===== src/rtl/codec_shifter_pkg.sv =====
package codec_shifter_pkg;
  typedef enum logic [1:0] {
    CH_BCLK  = 2'd0,
    CH_FSYNC = 2'd1,
    CH_RXD   = 2'd2
  } sync_ch_e;
  localparam int NUM_CH = 3;
endpackage


===== src/rtl/codec_sync.sv =====
module codec_sync #(
  parameter int STAGES = 2
) (
  input  logic clk,
  input  logic rst,
  input  logic din,
  output logic level
);
  logic [STAGES-1:0] chain_q;

  always_ff @(posedge clk) begin
    if (rst) chain_q <= '0;
    else     chain_q <= {chain_q[STAGES-2:0], din};
  end

  assign level = chain_q[STAGES-1];
endmodule


===== src/rtl/codec_tx.sv =====
module codec_tx #(
  parameter int W = 16
) (
  input  logic         clk,
  input  logic         rst,
  input  logic         en,
  input  logic         lsb_first,
  input  logic         go,
  input  logic         shift_ev,
  input  logic [W-1:0] wr_data,
  input  logic         wr_valid,
  output logic         wr_ready,
  output logic         txd,
  output logic         underrun
);
  localparam int CNT_W = $clog2(W + 1);
  localparam logic [CNT_W-1:0] CNT_LOAD = CNT_W'(W);
  localparam logic [CNT_W-1:0] CNT_ONE  = CNT_W'(1);

  logic [W-1:0]     hold_q, sreg_q, nxt;
  logic             full_q, busy_q, txd_q, under_q;
  logic [CNT_W-1:0] cnt_q;
  logic             accept, first_bit, nxt_bit;

  assign accept    = wr_valid & ~full_q;
  assign nxt       = lsb_first ? {1'b0, sreg_q[W-1:1]} : {sreg_q[W-2:0], 1'b0};
  assign nxt_bit   = lsb_first ? nxt[0] : nxt[W-1];
  assign first_bit = lsb_first ? hold_q[0] : hold_q[W-1];

  always_ff @(posedge clk) begin
    if (rst) begin
      hold_q  <= '0;
      sreg_q  <= '0;
      full_q  <= 1'b0;
      busy_q  <= 1'b0;
      txd_q   <= 1'b0;
      under_q <= 1'b0;
      cnt_q   <= '0;
    end else begin
      under_q <= 1'b0;
      if (accept) begin
        hold_q <= wr_data;
        full_q <= 1'b1;
      end
      if (go) begin
        if (en && full_q) begin
          sreg_q <= hold_q;
          busy_q <= 1'b1;
          cnt_q  <= CNT_LOAD;
          full_q <= 1'b0;
          txd_q  <= first_bit;
        end else begin
          busy_q  <= 1'b0;
          txd_q   <= 1'b0;
          under_q <= en;
        end
      end else if (shift_ev && busy_q) begin
        if (cnt_q == CNT_ONE) begin
          busy_q <= 1'b0;
          txd_q  <= 1'b0;
        end else begin
          sreg_q <= nxt;
          cnt_q  <= cnt_q - CNT_ONE;
          txd_q  <= en & nxt_bit;
        end
      end else if (!en) begin
        txd_q <= 1'b0;
      end
    end
  end

  assign wr_ready = ~full_q;
  assign txd      = txd_q;
  assign underrun = under_q;
endmodule


===== src/rtl/codec_rx.sv =====
module codec_rx #(
  parameter int W = 16
) (
  input  logic         clk,
  input  logic         rst,
  input  logic         en,
  input  logic         lsb_first,
  input  logic         go,
  input  logic         samp_ev,
  input  logic         rxd,
  output logic [W-1:0] data,
  output logic         valid
);
  localparam int CNT_W = $clog2(W + 1);
  localparam logic [CNT_W-1:0] CNT_LOAD = CNT_W'(W);
  localparam logic [CNT_W-1:0] CNT_ONE  = CNT_W'(1);

  logic [W-1:0]     sreg_q, data_q, nxt;
  logic             busy_q, valid_q;
  logic [CNT_W-1:0] cnt_q;

  assign nxt = lsb_first ? {rxd, sreg_q[W-1:1]} : {sreg_q[W-2:0], rxd};

  always_ff @(posedge clk) begin
    if (rst) begin
      sreg_q  <= '0;
      data_q  <= '0;
      busy_q  <= 1'b0;
      valid_q <= 1'b0;
      cnt_q   <= '0;
    end else begin
      valid_q <= 1'b0;
      if (go) begin
        busy_q <= en;
        cnt_q  <= CNT_LOAD;
      end else if (samp_ev && busy_q) begin
        sreg_q <= nxt;
        cnt_q  <= cnt_q - CNT_ONE;
        if (cnt_q == CNT_ONE) begin
          busy_q  <= 1'b0;
          data_q  <= nxt;
          valid_q <= 1'b1;
        end
      end
    end
  end

  assign data  = data_q;
  assign valid = valid_q;
endmodule


===== src/rtl/codec_shifter.sv =====
module codec_shifter
  import codec_shifter_pkg::*;
#(
  parameter int WORD_W      = 16,
  parameter int SYNC_STAGES = 2
) (
  input  logic              clk,
  input  logic              rst,
  input  logic              cfg_clk_pol,
  input  logic              cfg_lsb_first,
  input  logic              cfg_sync_pol,
  input  logic              tx_en,
  input  logic              rx_en,
  input  logic              bclk_in,
  input  logic              fsync_in,
  input  logic              rxd_in,
  input  logic [WORD_W-1:0] tx_data,
  input  logic              tx_valid,
  output logic              tx_ready,
  output logic              txd_out,
  output logic [WORD_W-1:0] rx_data,
  output logic              rx_valid,
  output logic              tx_underrun
);
  logic [NUM_CH-1:0] raw, lvl;
  logic bclk_q, fs_act_q, armed_q;
  logic bclk_rise, bclk_fall, shift_ev, samp_ev, fs_act, frame_start, go;

  assign raw[CH_BCLK]  = bclk_in;
  assign raw[CH_FSYNC] = fsync_in;
  assign raw[CH_RXD]   = rxd_in;

  for (genvar g = 0; g < NUM_CH; g++) begin : g_sync
    codec_sync #(.STAGES(SYNC_STAGES)) u_sync (
      .clk  (clk),
      .rst  (rst),
      .din  (raw[g]),
      .level(lvl[g])
    );
  end

  assign bclk_rise   = lvl[CH_BCLK] & ~bclk_q;
  assign bclk_fall   = ~lvl[CH_BCLK] & bclk_q;
  assign shift_ev    = cfg_clk_pol ? bclk_fall : bclk_rise;
  assign samp_ev     = cfg_clk_pol ? bclk_rise : bclk_fall;
  assign fs_act      = lvl[CH_FSYNC] ~^ cfg_sync_pol;
  assign frame_start = fs_act & ~fs_act_q;
  assign go          = armed_q & shift_ev;

  always_ff @(posedge clk) begin
    if (rst) begin
      bclk_q   <= 1'b0;
      fs_act_q <= 1'b1;
      armed_q  <= 1'b0;
    end else begin
      bclk_q   <= lvl[CH_BCLK];
      fs_act_q <= fs_act;
      if (frame_start)   armed_q <= 1'b1;
      else if (shift_ev) armed_q <= 1'b0;
    end
  end

  codec_tx #(.W(WORD_W)) u_tx (
    .clk      (clk),
    .rst      (rst),
    .en       (tx_en),
    .lsb_first(cfg_lsb_first),
    .go       (go),
    .shift_ev (shift_ev),
    .wr_data  (tx_data),
    .wr_valid (tx_valid),
    .wr_ready (tx_ready),
    .txd      (txd_out),
    .underrun (tx_underrun)
  );

  codec_rx #(.W(WORD_W)) u_rx (
    .clk      (clk),
    .rst      (rst),
    .en       (rx_en),
    .lsb_first(cfg_lsb_first),
    .go       (go),
    .samp_ev  (samp_ev),
    .rxd      (lvl[CH_RXD]),
    .data     (rx_data),
    .valid    (rx_valid)
  );
endmodule


===== config.mk =====
export PLATFORM = sky130hd
export DESIGN_NAME = codec_shifter
export DESIGN_NICKNAME = d
export VERILOG_FILES = /design/src/rtl/codec_shifter_pkg.sv /design/src/rtl/codec_sync.sv /design/src/rtl/codec_tx.sv /design/src/rtl/codec_rx.sv /design/src/rtl/codec_shifter.sv
export SDC_FILE = /design/constraint.sdc
export NUM_CORES = 1
export LEC_CHECK = 0
export BUFFER_PORTS_ARGS = -buffer_cell sky130_fd_sc_hd__buf_2
export CAP_MARGIN = 30
export CORE_MARGIN = 10
export CORE_UTILIZATION = 55
export CTS_CLUSTER_SIZE = 16
export DETAILED_ROUTE_END_ITERATION = 6
export MAX_ROUTING_LAYER = met4
export PLACE_DENSITY = 0.76
export RECOVER_POWER = 25
export SKIP_LAST_GASP = 1
export SYNTH_ARGS = -nofsm -noshare
export SYNTH_HDL_FRONTEND = slang
export SYNTH_HIERARCHICAL = 1
export SYNTH_SLANG_ARGS = --single-unit

===== constraint.sdc =====
create_clock -name clk -period 2.2 [get_ports clk]
set_input_delay 0.33 -clock clk [delete_from_list [all_inputs] [get_ports clk]]
set_output_delay 0.33 -clock clk [all_outputs]
set_load 0.01 [all_outputs]

==> results.sh, run 1 <==
export IMPL_status="completed"
export IMPL_insertion_delay_ns=0.35
export IMPL_hold_path_class="primary input to flip-flop"
export IMPL_yosysWarningCount=6
export IMPL_finalPower_mw=3.37
export IMPL_peakVddDrop_uv=510
export IMPL_p_leak_nw=1.70
export IMPL_cts_resized=0
export IMPL_synth_fp_nets=456
export IMPL_critPathMaxStageDelay_ns=0.64
export IMPL_critical_path_slowest_cell="and2_1"
export IMPL_numCtsBuffers=9
export IMPL_cpMostUsedCell="and2_1"
export IMPL_gr_total_overflow=0
export IMPL_track_usage=0.155
export IMPL_rsz0062_at_grt="no"
export IMPL_place_congestion=0.744
export IMPL_power_density_nw_per_um2=740
export IMPL_timing_final_ws_setup_ns=0.154
export IMPL_grt_pass1_vias=3036
export IMPL_synth_top_area_frac=0.442
export IMPL_portBuffers=46
export IMPL_synth_edff_count=0
export IMPL_final_max_slew_violation_count=0
export IMPL_num_antenna_cells=0
export IMPL_post_drt_via_cell_ratio=5.50
export IMPL_cap_violations=0
export IMPL_drt_pass1_iterations=4
export IMPL_crit_fanout=17
export IMPL_ctsHoldBuffers=0
export IMPL_timing_worst_setup_path_type="flip-flop to flip-flop"
export IMPL_syn_area_per_cell_um2=9.49
export IMPL_yosys_register_bits=89
export IMPL_setup_viol=0
export IMPL_fin_nets=493
export IMPL_final_hold_violation_count=0
export IMPL_worstMarginPinSlew_ns=1.03
export IMPL_synth_seq_area_share=0.442
export IMPL_die_w_um=106
export IMPL_ys_top_cells_by_count="dfxtp_1 (89), nand2_1 (51), a21oi_1 (35)"
export IMPL_grt_max_degree=49
export IMPL_pre_cts_slack_ns=0.179
export IMPL_arrival_ns=2.24
export IMPL_synthFlopType="dfxtp_1"
export IMPL_fin_setup_tns_ns=0
export IMPL_synth_cells=425
export IMPL_fmax_ghz=0.489
export IMPL_cts_setup_buffers=0
export IMPL_ctsHtreeMaxLevel=3
export IMPL_clkTransAtPathRegs_ns=0.09
export IMPL_ctsRootBufferMaster="clkbuf_8"
export IMPL_slew_headroom=0.316
export IMPL_antenna_found_initial=0
export IMPL_dieArea_um2=11200
export IMPL_syn_to_final_growth_pct=13.1
export IMPL_dp_hpwl_um=5810
export IMPL_path_cells="nand2b_4 > mux2i_2 > and2_1 > and3b_1 > and2_1 > a211oi_1"
export IMPL_cts_tree="yes"
export IMPL_skew_ns=0.00765
export IMPL_yosysUniqueCellTypes=53
export IMPL_pin_count=47
export IMPL_core_rowCount=31
export IMPL_core_area_um2=7180
export IMPL_wl_per_cell_um=14.7
export IMPL_finalCritPeriodShare=0.930
export IMPL_yosysTopAreaCell="dfxtp_1"
export IMPL_drt_iter0_markers=129
export IMPL_drive_above_1_share=0.186
export IMPL_cp_end_kind="flip-flop"
export IMPL_async_flop_share=0
export IMPL_drc=0
export IMPL_num_vias=3114
export IMPL_initial_core_util=0.562
export IMPL_crit_required_ns=2.39
export IMPL_grt_pass1_wl_um=14300
export IMPL_synth_area_top_cells="dfxtp_1 (44%), mux2i_1 (7.9%), a211oi_1 (5.4%)"
export IMPL_die_y_um=106
export IMPL_syn_area_um2=4030
export IMPL_ant_nets=0
export IMPL_clk_path_buf_depth=2
export IMPL_clock_sinks=89
export IMPL_synth_most_common_cell="dfxtp_1"
export IMPL_min_period_ns=2.05
export IMPL_worstSetupStartpointType="flip-flop"
export IMPL_drt_total_wl_um=8330
[flip-flops by register name, summed over array words and instances, names as in the netlist, 5 cells and up]
name	cells
u_rx/data	16
u_rx/cnt_q	5
g_sync.u_sync/chain_q	6
u_tx/hold_q	16
u_tx/sreg_q	16
u_tx/cnt_q	5
u_rx/sreg_q	16
[cells by family (layout without fill, tap and decap cells)]
logic type                 count (synthesis)  after routing  share of synthesized area
muxes                                     50             50                      0.130
adders and majority gates                  4              4                     0.0124
xor gates and xnor gates                   3              3                    0.00652
and+or+nand+nor                          128            128                      0.165
buffers and inverters                     48             90                     0.0614
AOI/OAI and AO/OA                        103            103                      0.182
DFF                                       89             89                      0.442
[worst max-delay path: cells and delay by family, from the launching register on]
family,cells,cell delay (ns)
simple gates,4,1.23
flops,1,0.42
compound gates,1,0.17
mux,1,0.06
[per-layer routing]
| metal | vias up | track usage | wire length [um] |
|---|---|---|---|
| met5 | - | - | 0 |
| li1 | 1584 | - | - |
| met4 | 0 | 0.0696 | 132 |
| met1 | 1476 | 0.181 | 3810 |
| met3 | 8 | 0.0298 | 293 |
| met2 | 46 | 0.254 | 4090 |
[final cells by class]
class	instances	area [um2]
multi-input cells	288	2000
inverters	12	45.0
clock inverters	7	166
clock buffers	9	124
well taps	99	124
flip-flops and latches	89	1780
fillers	613	2620
repair buffers	62	317
[metrics by stage]
step | util | instances | instance area, um2 | hold slack [ns]
floorplan | - | 425 | 4030 | 0.402
global placement | 0.600 | 550 | 4300 | 0.416
detailed placement | 0.600 | 550 | 4300 | 0.426
CTS | 0.640 | 566 | 4590 | 0.178
global route | 0.636 | 566 | 4560 | 0.204
finish | 0.636 | 566 | 4560 | 0.191
[layout by cell type (no fill, tap or decap), types with 2 or more instances in the layout]
master / count
dfxtp_1: 89
nand2_1: 51
a21oi_1: 35
mux2i_1: 32
a211oi_1: 29
buf_2: 27
clkbuf_1: 21
nor2_1: 19
nand2b_1: 17
mux2_2: 17
o211ai_1: 16
buf_4: 13
inv_1: 12
clkbuf_8: 9
nor2b_1: 8
a211oi_2: 7
bufinv_16: 5
nand3_1: 5
nor3_1: 4
ha_1: 4
a31oi_1: 3
nand2b_4: 2
and2_1: 2
xor2_1: 2
and3b_1: 2
and3_1: 2
or3_1: 2
nor4_1: 2
or4_1: 2
o31ai_1: 2
nor3b_1: 2
nand4_1: 2
[report_power, final]
| group | switching [mW] | internal (mW) |
|---|---|---|
| registers | 0.0154 | 1.64 |
| clock network | 0.571 | 0.985 |
| logic | 0.0949 | 0.0686 |
[path summary, 6_finish.rpt]
path                          startpoint  cells past startpoint  slack (ns)                     endpoint
min reg2reg                     fs_act_q                      1        0.44                      armed_q
max reg2reg  g_sync[0].u_sync/chain_q[1]                      6        0.15                 u_rx/data[6]
max          g_sync[0].u_sync/chain_q[1]                      6        0.15                 u_rx/data[6]
min                             fsync_in                      2        0.19  g_sync[1].u_sync/chain_q[0]
(Power assumes the default switching activity.)
==> inputs of run 2 (changes only) <==
Settings changed: BUFFER_PORTS_ARGS -buffer_cell sky130_fd_sc_hd__buf_2 to -buffer_cell sky130_fd_sc_hd__buf_4, CTS_CLUSTER_SIZE 16 to 20.
==> run 2 against run 1 <==
Compared with the run above: clock skew rose by 0.0013 ns; critical endpoint is now u_tx/sreg_q[11]; worst setup slack improved by 0.0052 ns; final area fell by 0.77%; sequential share of layout area rose by 0.30 points; largest power group unchanged.
==> results.sh, run 2 (synthesis gave the netlist of run 1 again) <==
export IMPL_initial_core_util=0.562
export IMPL_placed_cells=547
export IMPL_peakVddDrop_uv=382
export IMPL_grt_max_degree=49
export IMPL_crit_path_start="g_sync[0].u_sync/chain_q[1]"
export IMPL_numCtsBuffers=9
export IMPL_die_y_um=106
export IMPL_final_hold_violation_count=0
export IMPL_cp_end_kind="flip-flop"
export IMPL_drt_iter0_markers=100
export IMPL_drc=0
export IMPL_grt_pass1_vias=3161
export IMPL_rsz0062_at_grt="no"
export IMPL_worstSetupStartpointType="flip-flop"
export IMPL_post_drt_via_cell_ratio=5.55
export IMPL_clkTransAtPathRegs_ns=0.10
export IMPL_skew_ns=0.00899
export IMPL_ctsHtreeMaxLevel=3
export IMPL_syn_to_final_growth_pct=12.2
export IMPL_fmax_ghz=0.490
export IMPL_fin_nets=490
export IMPL_hold_slack_ns=0.186
export IMPL_place_congestion=0.785
export IMPL_num_antenna_cells=0
export IMPL_pin_count=47
export IMPL_r2r_end="u_tx/sreg_q[11]"
export IMPL_placed_area_um2=4400
export IMPL_setup_viol=0
export IMPL_r2r_cells=8
export IMPL_layout_common_cells="dfxtp_1 (89), nand2_1 (51), buf_4 (39), a21oi_1 (35), mux2i_1 (32)"
export IMPL_finalNonFillerCells=563
export IMPL_clk_path_buf_depth=2
export IMPL_p_leak_nw=1.68
export IMPL_gr_total_overflow=0
export IMPL_r2r_setup_slack_ns=0.16
export IMPL_drt_pass1_iterations=5
export IMPL_worstMarginPinSlew_ns=1.37
export IMPL_cts_setup_buffers=0
export IMPL_drive_above_1_share=0.188
export IMPL_ctsRootBufferMaster="clkbuf_8"
export IMPL_core_rowCount=31
export IMPL_timing_worst_setup_path_type="flip-flop to flip-flop"
export IMPL_r2r_start="g_sync[0].u_sync/chain_q[1]"
export IMPL_ctsHoldBuffers=0
export IMPL_cap_violations=0
export IMPL_status="completed"
export IMPL_core_area_um2=7180
export IMPL_arrival_ns=2.28
export IMPL_slew_headroom=0.0888
export IMPL_mostFrequentLayoutCell="dfxtp_1"
export IMPL_antenna_found_initial=0
export IMPL_ant_nets=0
export IMPL_num_vias=3124
export IMPL_portBuffers=46
export IMPL_drt_total_wl_um=8480
export IMPL_min_period_ns=2.04
export IMPL_insertion_delay_ns=0.36
export IMPL_critPathCapture="u_tx/sreg_q[11]"
export IMPL_wl_per_cell_um=15.1
export IMPL_track_usage=0.158
export IMPL_dieArea_um2=11200
export IMPL_crit_fanout=18
export IMPL_final_max_slew_violation_count=0
export IMPL_postLayoutCellArea_um2=4530
export IMPL_die_w_um=106
export IMPL_fin_setup_tns_ns=0
export IMPL_finalPower_mw=2.97
export IMPL_grt_pass1_wl_um=14600
export IMPL_fillers=623
export IMPL_hold_path_class="primary input to flip-flop"
export IMPL_cts_resized=0
export IMPL_power_density_nw_per_um2=656
export IMPL_clock_sinks=89
export IMPL_cts_tree="yes"
export IMPL_crit_required_ns=2.44
export IMPL_finalCritPeriodShare=0.927
export IMPL_dp_hpwl_um=5870
[run 2: changes by cell type in the layout (fill, tap and decap cells not counted), sizes merged]
cell	change
clkbuf	-2
clkinv	+2
buf	-1
bufinv	-4
inv	+2
[run 2: power by group]
group	leakage (nW)	internal (mW)	switching (mW)
Sequential	0.721	1.64	0.0153
Clock	0.100	0.535	0.604
Combinational	0.859	0.0802	0.0955
Total	1.68	2.25	0.715
[run 2: per-layer routing]
| layer | vias up | routed length (um) | GRT usage |
|---|---|---|---|
| met4 | 0 | 159 | 0.0667 |
| met3 | 12 | 291 | 0.0323 |
| met5 | - | 0 | - |
| met2 | 46 | 4220 | 0.264 |
| li1 | 1577 | - | - |
| met1 | 1489 | 3810 | 0.180 |
[run 2: worst min path at each step]
stage,start,to,cells past startpoint
floorplan,rst,bclk_q,1
global placement,g_sync[1].u_sync/chain_q[0],g_sync[1].u_sync/chain_q[1],1
detailed placement,fs_act_q,armed_q,1
CTS,fsync_in,g_sync[1].u_sync/chain_q[0],2
global route,fsync_in,g_sync[1].u_sync/chain_q[0],2
finish,bclk_in,g_sync[0].u_sync/chain_q[0],2
[run 2: layout make-up]
cell class	instances	area, um2	share of cell area
repair buffers	59	369	0.0816
well taps	99	124	0.0274
multi-input cells	288	2000	0.443
flip-flops and latches	89	1780	0.394
clock inverters	7	77.6	0.0171
inverters	12	45.0	0.00995
clock buffers	9	124	0.0274
[run 2: critical path: stages (launching register included)]
cell	delay, ns
dfxtp_1	0.35
nand2b_4	0.16
mux2i_2	0.16
and2_1	0.29
buf_4	0.26
and3_1	0.32
a21oi_4	0.06
buf_4	0.19
mux2i_1	0.12
[run 2: stage by stage]
step / setup WS (ns) / utilization
global placement: 0.176 / 0.613
finish: 0.160 / 0.631
CTS: 0.101 / 0.641
global route: 0.0239 / 0.631
detailed placement: 0.143 / 0.613
floorplan: 0.216 / -
